[src/rtl/i2cbm_pkg.sv]
package i2cbm_pkg;

  localparam int AUX_W    = 5;
  localparam int REG_W    = AUX_W + 3;
  localparam int FLAG_POS = REG_W - 1;
  localparam int IE_POS   = REG_W - 2;

  // Register image, most significant field first.
  typedef struct packed {
    logic             flag;
    logic             ie;
    logic [AUX_W-1:0] aux;
    logic             en;
  } ctl_reg_t;

endpackage

[src/rtl/i2cbm_rst_sync.sv]
module i2cbm_rst_sync #(
  parameter int STAGES = 2
) (
  input  logic clk,
  input  logic rst_n,
  output logic rst_n_o
);

  logic [STAGES-1:0] chain_q;

  always_ff @(posedge clk or negedge rst_n) begin
    if (!rst_n) begin
      chain_q <= '0;
    end else begin
      chain_q <= {chain_q[STAGES-2:0], 1'b1};
    end
  end

  assign rst_n_o = chain_q[STAGES-1];

endmodule

[src/rtl/i2cbm_line_sync.sv]
module i2cbm_line_sync #(
  parameter int WIDTH  = 2,
  parameter int STAGES = 2
) (
  input  logic             clk,
  input  logic             rst_n,
  input  logic [WIDTH-1:0] d,
  output logic [WIDTH-1:0] q
);

  for (genvar i = 0; i < WIDTH; i++) begin : g_line
    logic [STAGES-1:0] chain_q;

    // Idle bus level is high, so the chain resets to ones.
    always_ff @(posedge clk or negedge rst_n) begin
      if (!rst_n) begin
        chain_q <= '1;
      end else begin
        chain_q <= {chain_q[STAGES-2:0], d[i]};
      end
    end

    assign q[i] = chain_q[STAGES-1];
  end

endmodule

[src/rtl/i2cbm_bus_tracker.sv]
module i2cbm_bus_tracker #(
  parameter int BYTE_BITS = 9,
  parameter int LEGAL_POS = 1
) (
  input  logic clk,
  input  logic rst_n,
  input  logic scl_s,
  input  logic sda_s,
  output logic start_c,
  output logic stop_c,
  output logic in_xfer,
  output logic shift_win
);

  localparam int CNT_W = $clog2(BYTE_BITS + 1);

  logic             scl_p_q, sda_p_q;
  logic             scl_rise;
  logic [CNT_W-1:0] cnt_q, cnt_d;
  logic             xfer_q, xfer_d;

  always_ff @(posedge clk or negedge rst_n) begin
    if (!rst_n) begin
      scl_p_q <= 1'b1;
      sda_p_q <= 1'b1;
    end else begin
      scl_p_q <= scl_s;
      sda_p_q <= sda_s;
    end
  end

  // Conditions are SDA edges with SCL high on both samples.
  assign start_c  = scl_s & scl_p_q & sda_p_q & ~sda_s;
  assign stop_c   = scl_s & scl_p_q & ~sda_p_q & sda_s;
  assign scl_rise = scl_s & ~scl_p_q;

  always_comb begin
    cnt_d  = cnt_q;
    xfer_d = xfer_q;
    if (start_c) begin
      cnt_d  = '0;
      xfer_d = 1'b1;
    end else if (stop_c) begin
      cnt_d  = '0;
      xfer_d = 1'b0;
    end else if (scl_rise && xfer_q) begin
      if (cnt_q == CNT_W'(BYTE_BITS)) begin
        cnt_d = CNT_W'(1);
      end else begin
        cnt_d = cnt_q + CNT_W'(1);
      end
    end
  end

  always_ff @(posedge clk or negedge rst_n) begin
    if (!rst_n) begin
      cnt_q  <= '0;
      xfer_q <= 1'b0;
    end else begin
      cnt_q  <= cnt_d;
      xfer_q <= xfer_d;
    end
  end

  assign in_xfer   = xfer_q;
  assign shift_win = xfer_q & (cnt_q > CNT_W'(LEGAL_POS));

endmodule

[src/rtl/i2cbm_err_detect.sv]
module i2cbm_err_detect (
  input  logic clk,
  input  logic rst_n,
  input  logic en_q,
  input  logic en_rise,
  input  logic in_xfer,
  input  logic start_c,
  input  logic stop_c,
  input  logic shift_win,
  input  logic master_mode,
  input  logic master_stop_req,
  input  logic hdr10_rd_rx,
  input  logic tenbit_wr_done,
  output logic err_hit,
  output logic suppress
);

  logic sup_q, sup_d;
  logic active;
  logic cond_misplaced, cond_master_stop, cond_hdr10;

  assign active           = en_q & ~sup_q;
  assign cond_misplaced   = (start_c | stop_c) & shift_win;
  assign cond_master_stop = stop_c & in_xfer & master_mode & ~master_stop_req;
  assign cond_hdr10       = hdr10_rd_rx & ~tenbit_wr_done;
  assign err_hit          = active & (cond_misplaced | cond_master_stop | cond_hdr10);

  // Enabling in the middle of a transfer holds detection off until a STOP.
  always_comb begin
    sup_d = sup_q;
    if (stop_c) begin
      sup_d = 1'b0;
    end else if (en_rise && in_xfer && !err_hit) begin
      sup_d = 1'b1;
    end
  end

  always_ff @(posedge clk or negedge rst_n) begin
    if (!rst_n) begin
      sup_q <= 1'b0;
    end else begin
      sup_q <= sup_d;
    end
  end

  assign suppress = sup_q;

endmodule

[src/rtl/i2c_buserr_monitor.sv]
module i2c_buserr_monitor
  import i2cbm_pkg::*;
#(
  parameter int SYNC_STAGES = 2,
  parameter int BYTE_BITS   = 9,
  parameter int LEGAL_POS   = 1
) (
  input  logic             clk,
  input  logic             rst_n,
  input  logic             scl_in,
  input  logic             sda_in,
  input  logic             master_mode,
  input  logic             master_stop_req,
  input  logic             hdr10_rd_rx,
  input  logic             tenbit_wr_done,
  input  logic             reg_wr,
  input  logic [REG_W-1:0] reg_wdata,
  input  logic             reg_rd_rmw,
  output logic [REG_W-1:0] reg_rdata,
  output logic             irq,
  output logic             if_enable,
  output logic [AUX_W-1:0] ctl_aux,
  output logic             status_clr
);

  logic       rst_n_i;
  logic [1:0] lines_s;
  logic       start_c, stop_c, in_xfer, shift_win;
  logic       err_hit, suppress;
  ctl_reg_t   ctl_q, ctl_d, wr_view;
  logic       wr_clear, flag_hold, en_req, en_rise;
  logic       clr_q, clr_d;

  i2cbm_rst_sync #(.STAGES(SYNC_STAGES)) u_rst (
    .clk     (clk),
    .rst_n   (rst_n),
    .rst_n_o (rst_n_i)
  );

  i2cbm_line_sync #(.WIDTH(2), .STAGES(SYNC_STAGES)) u_sync (
    .clk   (clk),
    .rst_n (rst_n_i),
    .d     ({scl_in, sda_in}),
    .q     (lines_s)
  );

  i2cbm_bus_tracker #(.BYTE_BITS(BYTE_BITS), .LEGAL_POS(LEGAL_POS)) u_trk (
    .clk       (clk),
    .rst_n     (rst_n_i),
    .scl_s     (lines_s[1]),
    .sda_s     (lines_s[0]),
    .start_c   (start_c),
    .stop_c    (stop_c),
    .in_xfer   (in_xfer),
    .shift_win (shift_win)
  );

  i2cbm_err_detect u_det (
    .clk             (clk),
    .rst_n           (rst_n_i),
    .en_q            (ctl_q.en),
    .en_rise         (en_rise),
    .in_xfer         (in_xfer),
    .start_c         (start_c),
    .stop_c          (stop_c),
    .shift_win       (shift_win),
    .master_mode     (master_mode),
    .master_stop_req (master_stop_req),
    .hdr10_rd_rx     (hdr10_rd_rx),
    .tenbit_wr_done  (tenbit_wr_done),
    .err_hit         (err_hit),
    .suppress        (suppress)
  );

  assign wr_view   = ctl_reg_t'(reg_wdata);
  assign wr_clear  = reg_wr & ~wr_view.flag;
  assign flag_hold = ctl_q.flag & ~wr_clear;
  // Software may only turn the interface on once the flag is gone.
  assign en_req    = reg_wr ? (wr_view.en & ~flag_hold) : ctl_q.en;
  assign en_rise   = en_req & ~ctl_q.en;

  always_comb begin
    ctl_d      = ctl_q;
    ctl_d.flag = flag_hold;
    ctl_d.en   = en_req;
    if (reg_wr) begin
      ctl_d.ie  = wr_view.ie;
      ctl_d.aux = wr_view.aux;
    end
    if (err_hit) begin
      ctl_d.flag = 1'b1;
      ctl_d.en   = 1'b0;
    end
    if (!ctl_d.en) begin
      ctl_d.aux = '0;
    end
    clr_d = err_hit;
  end

  always_ff @(posedge clk or negedge rst_n_i) begin
    if (!rst_n_i) begin
      ctl_q <= '0;
      clr_q <= 1'b0;
    end else begin
      ctl_q <= ctl_d;
      clr_q <= clr_d;
    end
  end

  assign reg_rdata  = {ctl_q.flag | reg_rd_rmw, ctl_q.ie, ctl_q.aux, ctl_q.en};
  assign irq        = ctl_q.flag & ctl_q.ie;
  assign if_enable  = ctl_q.en;
  assign ctl_aux    = ctl_q.aux;
  assign status_clr = clr_q;

endmodule

[config.mk]
export PLATFORM = sky130hd
export DESIGN_NAME = i2c_buserr_monitor
export DESIGN_NICKNAME = d
export VERILOG_FILES = /design/src/rtl/i2cbm_pkg.sv /design/src/rtl/i2cbm_rst_sync.sv /design/src/rtl/i2cbm_line_sync.sv /design/src/rtl/i2cbm_bus_tracker.sv /design/src/rtl/i2cbm_err_detect.sv /design/src/rtl/i2c_buserr_monitor.sv
export SDC_FILE = /design/constraint.sdc
export NUM_CORES = 1
export LEC_CHECK = 0
export CELL_PAD_IN_SITES_DETAIL_PLACEMENT = 1
export CELL_PAD_IN_SITES_GLOBAL_PLACEMENT = 1
export CORE_MARGIN = 3
export CORE_UTILIZATION = 45
export CTS_BUF_LIST = sky130_fd_sc_hd__clkbuf_16
export DETAILED_ROUTE_END_ITERATION = 8
export DONT_BUFFER_PORTS = 1
export MAX_ROUTING_LAYER = met4
export PLACE_DENSITY = 0.84
export SLEW_MARGIN = 20
export SYNTH_ARGS = -nofsm -noshare
export SYNTH_HDL_FRONTEND = slang
export SYNTH_HIERARCHICAL = 1
export SYNTH_SLANG_ARGS = --single-unit
[constraint.sdc]
create_clock -name clk -period 2.1 [get_ports clk]
set_clock_uncertainty 0.1 [all_clocks]
set_input_delay 0.315 -clock clk [delete_from_list [all_inputs] [get_ports clk]]
set_output_delay 0.315 -clock clk [all_outputs]
set_load 0.005 [all_outputs]
Word level (Yosys, flattened, before mapping)

Index checks and enable logic that the tools add are counted.

Eq/ne operators: 2
Reductions and logical operators: 7
Add/subtract/negate cells: 1
Muxes and demuxes: 13
Bitwise logic cells: 33
$lt $le $gt $ge: 1

Operators with widths:

| cell                  | number |
|---|---|
| $and A1 B1 Y1         | 19 |
| $mux W4               | 4 |
| $mux W5               | 2 |
| $not A1 Y1            | 10 |
| $mux W1               | 7 |
| $add A4 B1 Y4 const B | 1 |
| $eq A4 B4 Y1 const B  | 1 |
| $gt A4 B1 Y1 const B  | 1 |
| $or A1 B1 Y1          | 4 |
| $reduce_bool A2 Y1    | 2 |
| $logic_and A1 B1 Y1   | 3 |
| $reduce_bool A3 Y1    | 1 |
| $ne A2 B2 Y1 const B  | 1 |
| $logic_not A1 Y1      | 1 |

Bits in registers: 23
Input bits: 18
Output and inout bits: 16

Logic depth before layout (Yosys ltp)

Gate-level depths: netlist (run 1).

Word-level depth: 13
Gate-level depth with buffers: 9

By module

The synthesis (run 1) kept the hierarchy.

By module, submodules not included:

| module             | cells each | area each (µm²) | times used |
|---|---|---|---|
| i2c_buserr_monitor | 36         | 450.4           | 1 |
| i2cbm_bus_tracker  | 37         | 382.9           | 1 |
| i2cbm_line_sync    | 6          | 120.1           | 1 |
| i2cbm_err_detect   | 9          | 81.3            | 1 |
| i2cbm_rst_sync     | 3          | 53.8            | 1 |

Worst setup path before layout (run 1)

Ideal clock, no wire load.

Path type: flip-flop to flip-flop
Start: register u_sync.g_line[1].chain_q[1]
End: register ctl_q (netlist bit if_enable)
Path slack: -0.210 ns
Setup time: 0.127 ns
Period minus slack after synthesis: 2.310 ns
Arrival time: 2.083 ns
Cell stages (with the launch flop): 8
Cells stage by stage: dfstp_2 > buf_4 > nand2_1 > nor3b_1 > nand4b_1 > a31oi_1 > nor3b_2 > or2_2

RTL lines:

| what                     | line                      | text |
|---|---|---|
| start: declaration       | i2cbm_line_sync.sv:12     | `logic [STAGES-1:0] chain_q;` |
| start signal: assignment | i2cbm_line_sync.sv:19     | `chain_q <= {chain_q[STAGES-2:0], d[i]};` |
| end signal: assignment   | i2c_buserr_monitor.sv:105 | `ctl_q <= ctl_d;` |
| end: declaration         | i2c_buserr_monitor.sv:30  | `ctl_reg_t ctl_q, ctl_d, wr_view;` |

==> impl_metrics.tcl, run 1 <==
set metrics [dict create \
    cts_inserted_buffers 3 \
    fin_crit_ps 2020 \
    syn_nets 112 \
    rr_startpoint "u_trk/scl_p_q" \
    cp_data_required_time_ps 2140 \
    seq_area_frac_synth_pct 53.6 \
    drtIter0Drc 3 \
    hp-start "reg_wdata[2]" \
    die_h_um 55.2 \
    path_cells "nand2_4 > nor3b_4 > nand4b_1 > a31oi_4 > a211oi_4 > or2_4" \
    layout_commonest_cell "dfrtp_1" \
    drv_slew 0 \
    dr.pass1.iters 3 \
    syn_area_per_cell_sq_um 12.0 \
    row_count 17 \
    viasPerCell 5.57 \
    cp-end-kind "register" \
    drive_gt1_share_pct 31.5 \
    crit_path_top_delay_cell "dfstp_2" \
    antenna_found_initial 0 \
    coreArea_sq_um 2250 \
    grt_first_pass_wirelength_mm 3.33 \
    ys_ff_latch 23 \
    wl_mm 2.12 \
    cts_tree "done" \
    syn_area_sq_um 1090 \
    start_util_pct 48.3 \
    reg2reg_to "if_enable" \
    worstRegToRegCells 6 \
    clock_sinks 23 \
    critPathMaxStageDelay_ps 580 \
    grt_use_total_pct 16.9 \
    grt_start_max_net_pins 22 \
    setup_viol 0 \
    final_nets 111 \
    num-fill-cells 237 \
    p_leak_nw 0.544 \
    syn_inst 91 \
    ant_nets 0 \
    timing.fmax_mhz 495 \
    overflow 0 \
    crit_path_start_kind "register" \
    hold_violations 0 \
    gp_congestion 0.770 \
    crit_type "register to register" \
    numPortBuffers 0 \
    layout_common_cells "dfrtp_1 (17), a22o_1 (7), dfstp_2 (6)" \
    min_path_type "input port to register" \
    yosysTopAreaCellShare_pct 39.1 \
    yosysUniqueCellTypes 34 \
    vias 652 \
    dp_slack_ps -76.4 \
    hold_path_depth 1 \
    maxCapViolations 0 \
    grt_pass1_vias 694 \
    ir_drop_mv 0.729 \
    drc 0 \
    finalNonFillerCells 117 \
    ys.warnings.count 6 \
    holdPathEnd "ctl_aux[1]" \
    cp.arrival_ps 2060 \
    clk_pin_slew_ps 60 \
    setup_slack_ps 79.2 \
    syn2layout_area_growth_pct 11.5 \
    diodes 0 \
    period_share_pct 96.2 \
    yosys-top-cells-area "dfrtp_1 (39%), dfstp_2 (14%), buf_4 (9.7%), a22o_1 (5.6%), ha_1 (3.4%)" \
    dieArea_sq_um 3050 \
    outcome "finished, final reports clean" \
    rrSetupSlack_ps 80 \
    h-tree-depth 1 \
    slew_headroom_pct 47.4 \
    dp.cells 107 \
    powerDensity_nw_per_um2 967 \
    clk_latency_ps 250 \
    clockBufferDepth 2 \
    clock-root-buffer "clkbuf_16" \
    tightest_slew_ps 788 \
    chipWidth_um 55.2 \
    synth_top_area_cell "dfrtp_1" \
    dp_hpwl_mm 1.51 \
    wl_per_cell_um 18.1 \
    io_pins 34 \
    worstPathMaxFanout 6 \
]
final cells by class:
type	count	area [sq um]	share of cell area, %
Inverter	3	11.3	0.928
Sequential cell	23	583	48.0
Timing Repair Buffer	8	67.6	5.57
Multi-Input combinational cell	51	437	36.0
Clock buffer	3	75.1	6.19
Tap cell	28	35.0	2.89
Clock inverter	1	5.00	0.412
logic make-up after synthesis:
family	Yosys count	synth area share, %
AOI/OAI and AO/OA	20	15.3
xor gates and xnor gates	2	1.61
adders and majority gates	3	3.45
buffers and inverters	17	10.7
DFF	23	53.6
muxes	2	1.95
other	1	0.344
and+or+nand+nor	23	13.1
layer usage:
| layer | vias to the layer above | wire, um | track usage [%] |
|---|---|---|---|
| li1 | 292 | - | - |
| met1 | 333 | 835 | 19.0 |
| met2 | 22 | 1100 | 27.6 |
| met3 | 5 | 138 | 4.56 |
| met4 | 0 | 43 | 8.91 |
| met5 | - | 0 | - |
metrics by stage:
stage / TNS (ps) / hold slack, ps / cell area, sq um / total power, mW / util [%]
final: 0 / 93.3 / 1210 / 1.17 / 53.8
after CTS: 0 / 89.3 / 1170 / 1.17 / 51.9
after global routing: -199 / 92.6 / 1210 / 1.25 / 53.8
after global placement: 0 / -80.5 / 1040 / 0.741 / 46.3
after floorplan: 0 / -80.6 / 1100 / 0.727 / -
after detailed placement: -129 / -80.5 / 1040 / 0.759 / 46.3
cell usage after synthesis:
cell type  number
dfrtp_1        17
o21ai_2         1
nor3_2          1
a211oi_2        1
a22o_1          7
conb_1          1
dfstp_2         6
nand2_1         3
nand4b_1        1
o21bai_1        1
or2_2           2
ha_1            3
a31oi_1         1
mux2_2          1
nor3b_1         2
xnor2_1         2
buf_4          14
nand2_2         1
a211oi_4        1
nor3b_2         1
and3b_1         1
mux2i_1         1
a21o_1          2
o21a_1          1
or2b_1          1
o21ai_0         2
and2_1          1
nor2_1          4
nand2b_1        3
inv_1           3
nor3_1          1
a21oi_1         2
a211oi_1        1
nand3_1         1
sequential cells by signal, indices dropped and copies added, names as in the netlist:
signal / cells
u_det/suppress: 1
u_trk/cnt_q: 4
u_trk/sda_p_q: 1
u_rst/chain_q: 2
u_sync/g_line.chain_q: 4
reg_rdata: 1
ctl_aux: 5
if_enable: 1
ctl_q: 1
u_trk/scl_p_q: 1
status_clr: 1
u_trk/in_xfer: 1
worst max path at each step:
stage | to | slack [ps] | start | cells after the start
floorplan | if_enable | 20 | u_sync/g_line[1].chain_q[1] | 7
global route | ctl_aux[3] | -40 | u_trk/scl_p_q | 6
finish | if_enable | 80 | u_trk/scl_p_q | 6
global placement | if_enable | 30 | u_sync/g_line[1].chain_q[1] | 6
CTS | if_enable | 10 | u_sync/g_line[1].chain_q[1] | 6
detailed placement | if_enable | -80 | u_sync/g_line[1].chain_q[1] | 6
worst max-delay path: cells and delay by family (launching register included):
family	cells	cell delay, ps
flip-flops	1	580
AO/OA/AOI/OAI	2	430
AND/OR/NAND/NOR	4	790
report_power, final:
| part | total [mW] | internal [mW] | switching, mW | leakage, nW |
|---|---|---|---|---|
| clock network | 0.399 | 0.256 | 0.143 | 0.0409 |
| logic | 0.200 | 0.101 | 0.0994 | 0.221 |
| registers | 0.575 | 0.505 | 0.0704 | 0.282 |
repair_timing:
| action | 4_1_cts | 5_1_grt |
|---|---|---|
| setup endpoints to repair | 6 | 6 |
| pin swaps | 1 | 6 |
| hold buffers | 3 | 0 |
| hold endpoints to repair | 4 | 0 |
| gates cloned | 0 | 0 |
| setup buffers | 0 | 3 |
| resized for setup | 2 | 5 |
Note: power is estimated with default switching activity, not from simulation.
==> run 2, diff against run 1 <==
--- a/config.mk
+++ b/config.mk
@@ -5,7 +5,7 @@
 export SDC_FILE = /design/constraint.sdc
 export NUM_CORES = 1
 export LEC_CHECK = 0
-export CELL_PAD_IN_SITES_DETAIL_PLACEMENT = 1
+export CELL_PAD_IN_SITES_DETAIL_PLACEMENT = 0
 export CELL_PAD_IN_SITES_GLOBAL_PLACEMENT = 1
 export CORE_MARGIN = 3
 export CORE_UTILIZATION = 45
==> impl_metrics.tcl, run 2 (synthesis results as in run 1) <==
set metrics [dict create \
    chipWidth_um 55.2 \
    fin_area_sq_um 1200 \
    wl_per_cell_um 14.2 \
    viasPerCell 5.34 \
    drive_gt1_share_pct 29.5 \
    row_count 17 \
    start_util_pct 48.3 \
    hp-start "reg_wdata[1]" \
    maxCapViolations 0 \
    drc 0 \
    cp_data_required_time_ps 2140 \
    dp_slack_ps -53.6 \
    reg2reg_to "if_enable" \
    gp_congestion 0.770 \
    crit_path_start_kind "register" \
    dieArea_sq_um 3050 \
    largest_reg_flops 5 \
    coreArea_sq_um 2250 \
    rr_startpoint "u_sync/g_line[1].chain_q[1]" \
    h-tree-depth 1 \
    grt_start_max_net_pins 22 \
    period_share_pct 93.3 \
    io_pins 34 \
    drtIter0Drc 2 \
    final_util_pct 53.1 \
    antenna_found_initial 0 \
    crit_type "register to register" \
    tightest_slew_ps 792 \
    ant_nets 0 \
    grt_first_pass_wirelength_mm 2.83 \
    cts_tree "done" \
    clockBufferDepth 2 \
    syn2layout_area_growth_pct 9.89 \
    dp_hpwl_mm 1.24 \
    diodes 0 \
    grt_use_total_pct 14.2 \
    wl_mm 1.65 \
    fin_tns_setup_ps 0 \
    clk_latency_ps 250 \
    clk_pin_slew_ps 60 \
    rrSetupSlack_ps 140 \
    p_leak_nw 0.531 \
    slew_headroom_pct 47.2 \
    grt_pass1_vias 637 \
    fin_crit_ps 1960 \
    outcome "finished, final reports clean" \
    drv_slew 0 \
    timing.fmax_mhz 510 \
    ir_drop_mv 0.633 \
    vias 620 \
    cts_inserted_buffers 3 \
    worstRegToRegCells 7 \
    clock_sinks 23 \
    hold_violations 0 \
    setup_viol 0 \
    worstPathMaxFanout 6 \
    dr.pass1.iters 4 \
    layout_commonest_cell "dfrtp_1" \
    die_h_um 55.2 \
    setup_slack_ps 140 \
    rsz0062_at_grt "false" \
    powerDensity_nw_per_um2 972 \
    numPortBuffers 0 \
    critPathLaunch "u_sync/g_line[1].chain_q[1]" \
    clock-root-buffer "clkbuf_16" \
    hold_path_depth 1 \
    layout_common_cells "dfrtp_1 (17), a22o_1 (7), dfstp_2 (6)" \
    final_nets 110 \
    holdPathEnd "ctl_aux[0]" \
    cp.arrival_ps 2000 \
    min_path_type "input port to register" \
    cp-end-kind "register" \
    dpl_cell_area_sq_um 1040 \
    overflow 0 \
]
-- run 2: report_power, final --
| part | switching (mW) | internal [mW] |
|---|---|---|
| logic | 0.0866 | 0.0960 |
| registers | 0.0650 | 0.504 |
| clock network | 0.153 | 0.258 |
| total | 0.305 | 0.858 |
-- run 2: how the worst max path moves through the flow --
stage | end | slack, ps
2_1_floorplan | if_enable | 20
3_3_place_gp | if_enable | 30
3_5_place_dp | if_enable | -50
4_1_cts | if_enable | 20
5_1_grt | if_enable | 9
6_report | if_enable | 140
-- run 2: layer usage --
metal / track usage (%) / vias up / share of wire, %
met2: 20.3 / 22 / 46
met3: 5.09 / 5 / 8.5
met5: - / - / 0
li1: - / 291 / -
met4: 8.50 / 0 / 2.5
met1: 17.2 / 302 / 43
-- run 2: through the flow --
step	hold slack (ps)	total power, mW	cells
finish	88.8	1.16	116
global route	84.5	1.24	116
CTS	85.7	1.17	114
detailed placement	-80.5	0.747	107
global placement	-80.5	0.741	107
floorplan	-80.6	0.727	91
-- run 2: cell type report --
cell class | instances | area [sq um]
flip-flops and latches | 23 | 583
multi-input cells | 51 | 424
fillers | 195 | 1060
clock inverters | 1 | 7.51
repair buffers | 7 | 60.1
inverters | 3 | 11.3
well taps | 28 | 35.0
clock buffers | 3 | 75.1
-- run 2: timing repair --
| action | in CTS | in global routing |
|---|---|---|
| hold endpoints to repair | 4 | 0 |
| buffers inserted | 0 | 2 |
| resized for setup | 2 | 2 |
| hold buffers | 3 | 0 |
| endpoints found under the setup margin | 6 | 6 |
| pin swaps | 0 | 3 |
-- run 2: critical path: stages, from the launching register on --
cell     delay (ps)
dfstp_2         560
nand2_2          90
nor3b_4         210
buf_4           150
o21ai_2          80
a31oi_4         270
nor3b_4         100
or2_2           300
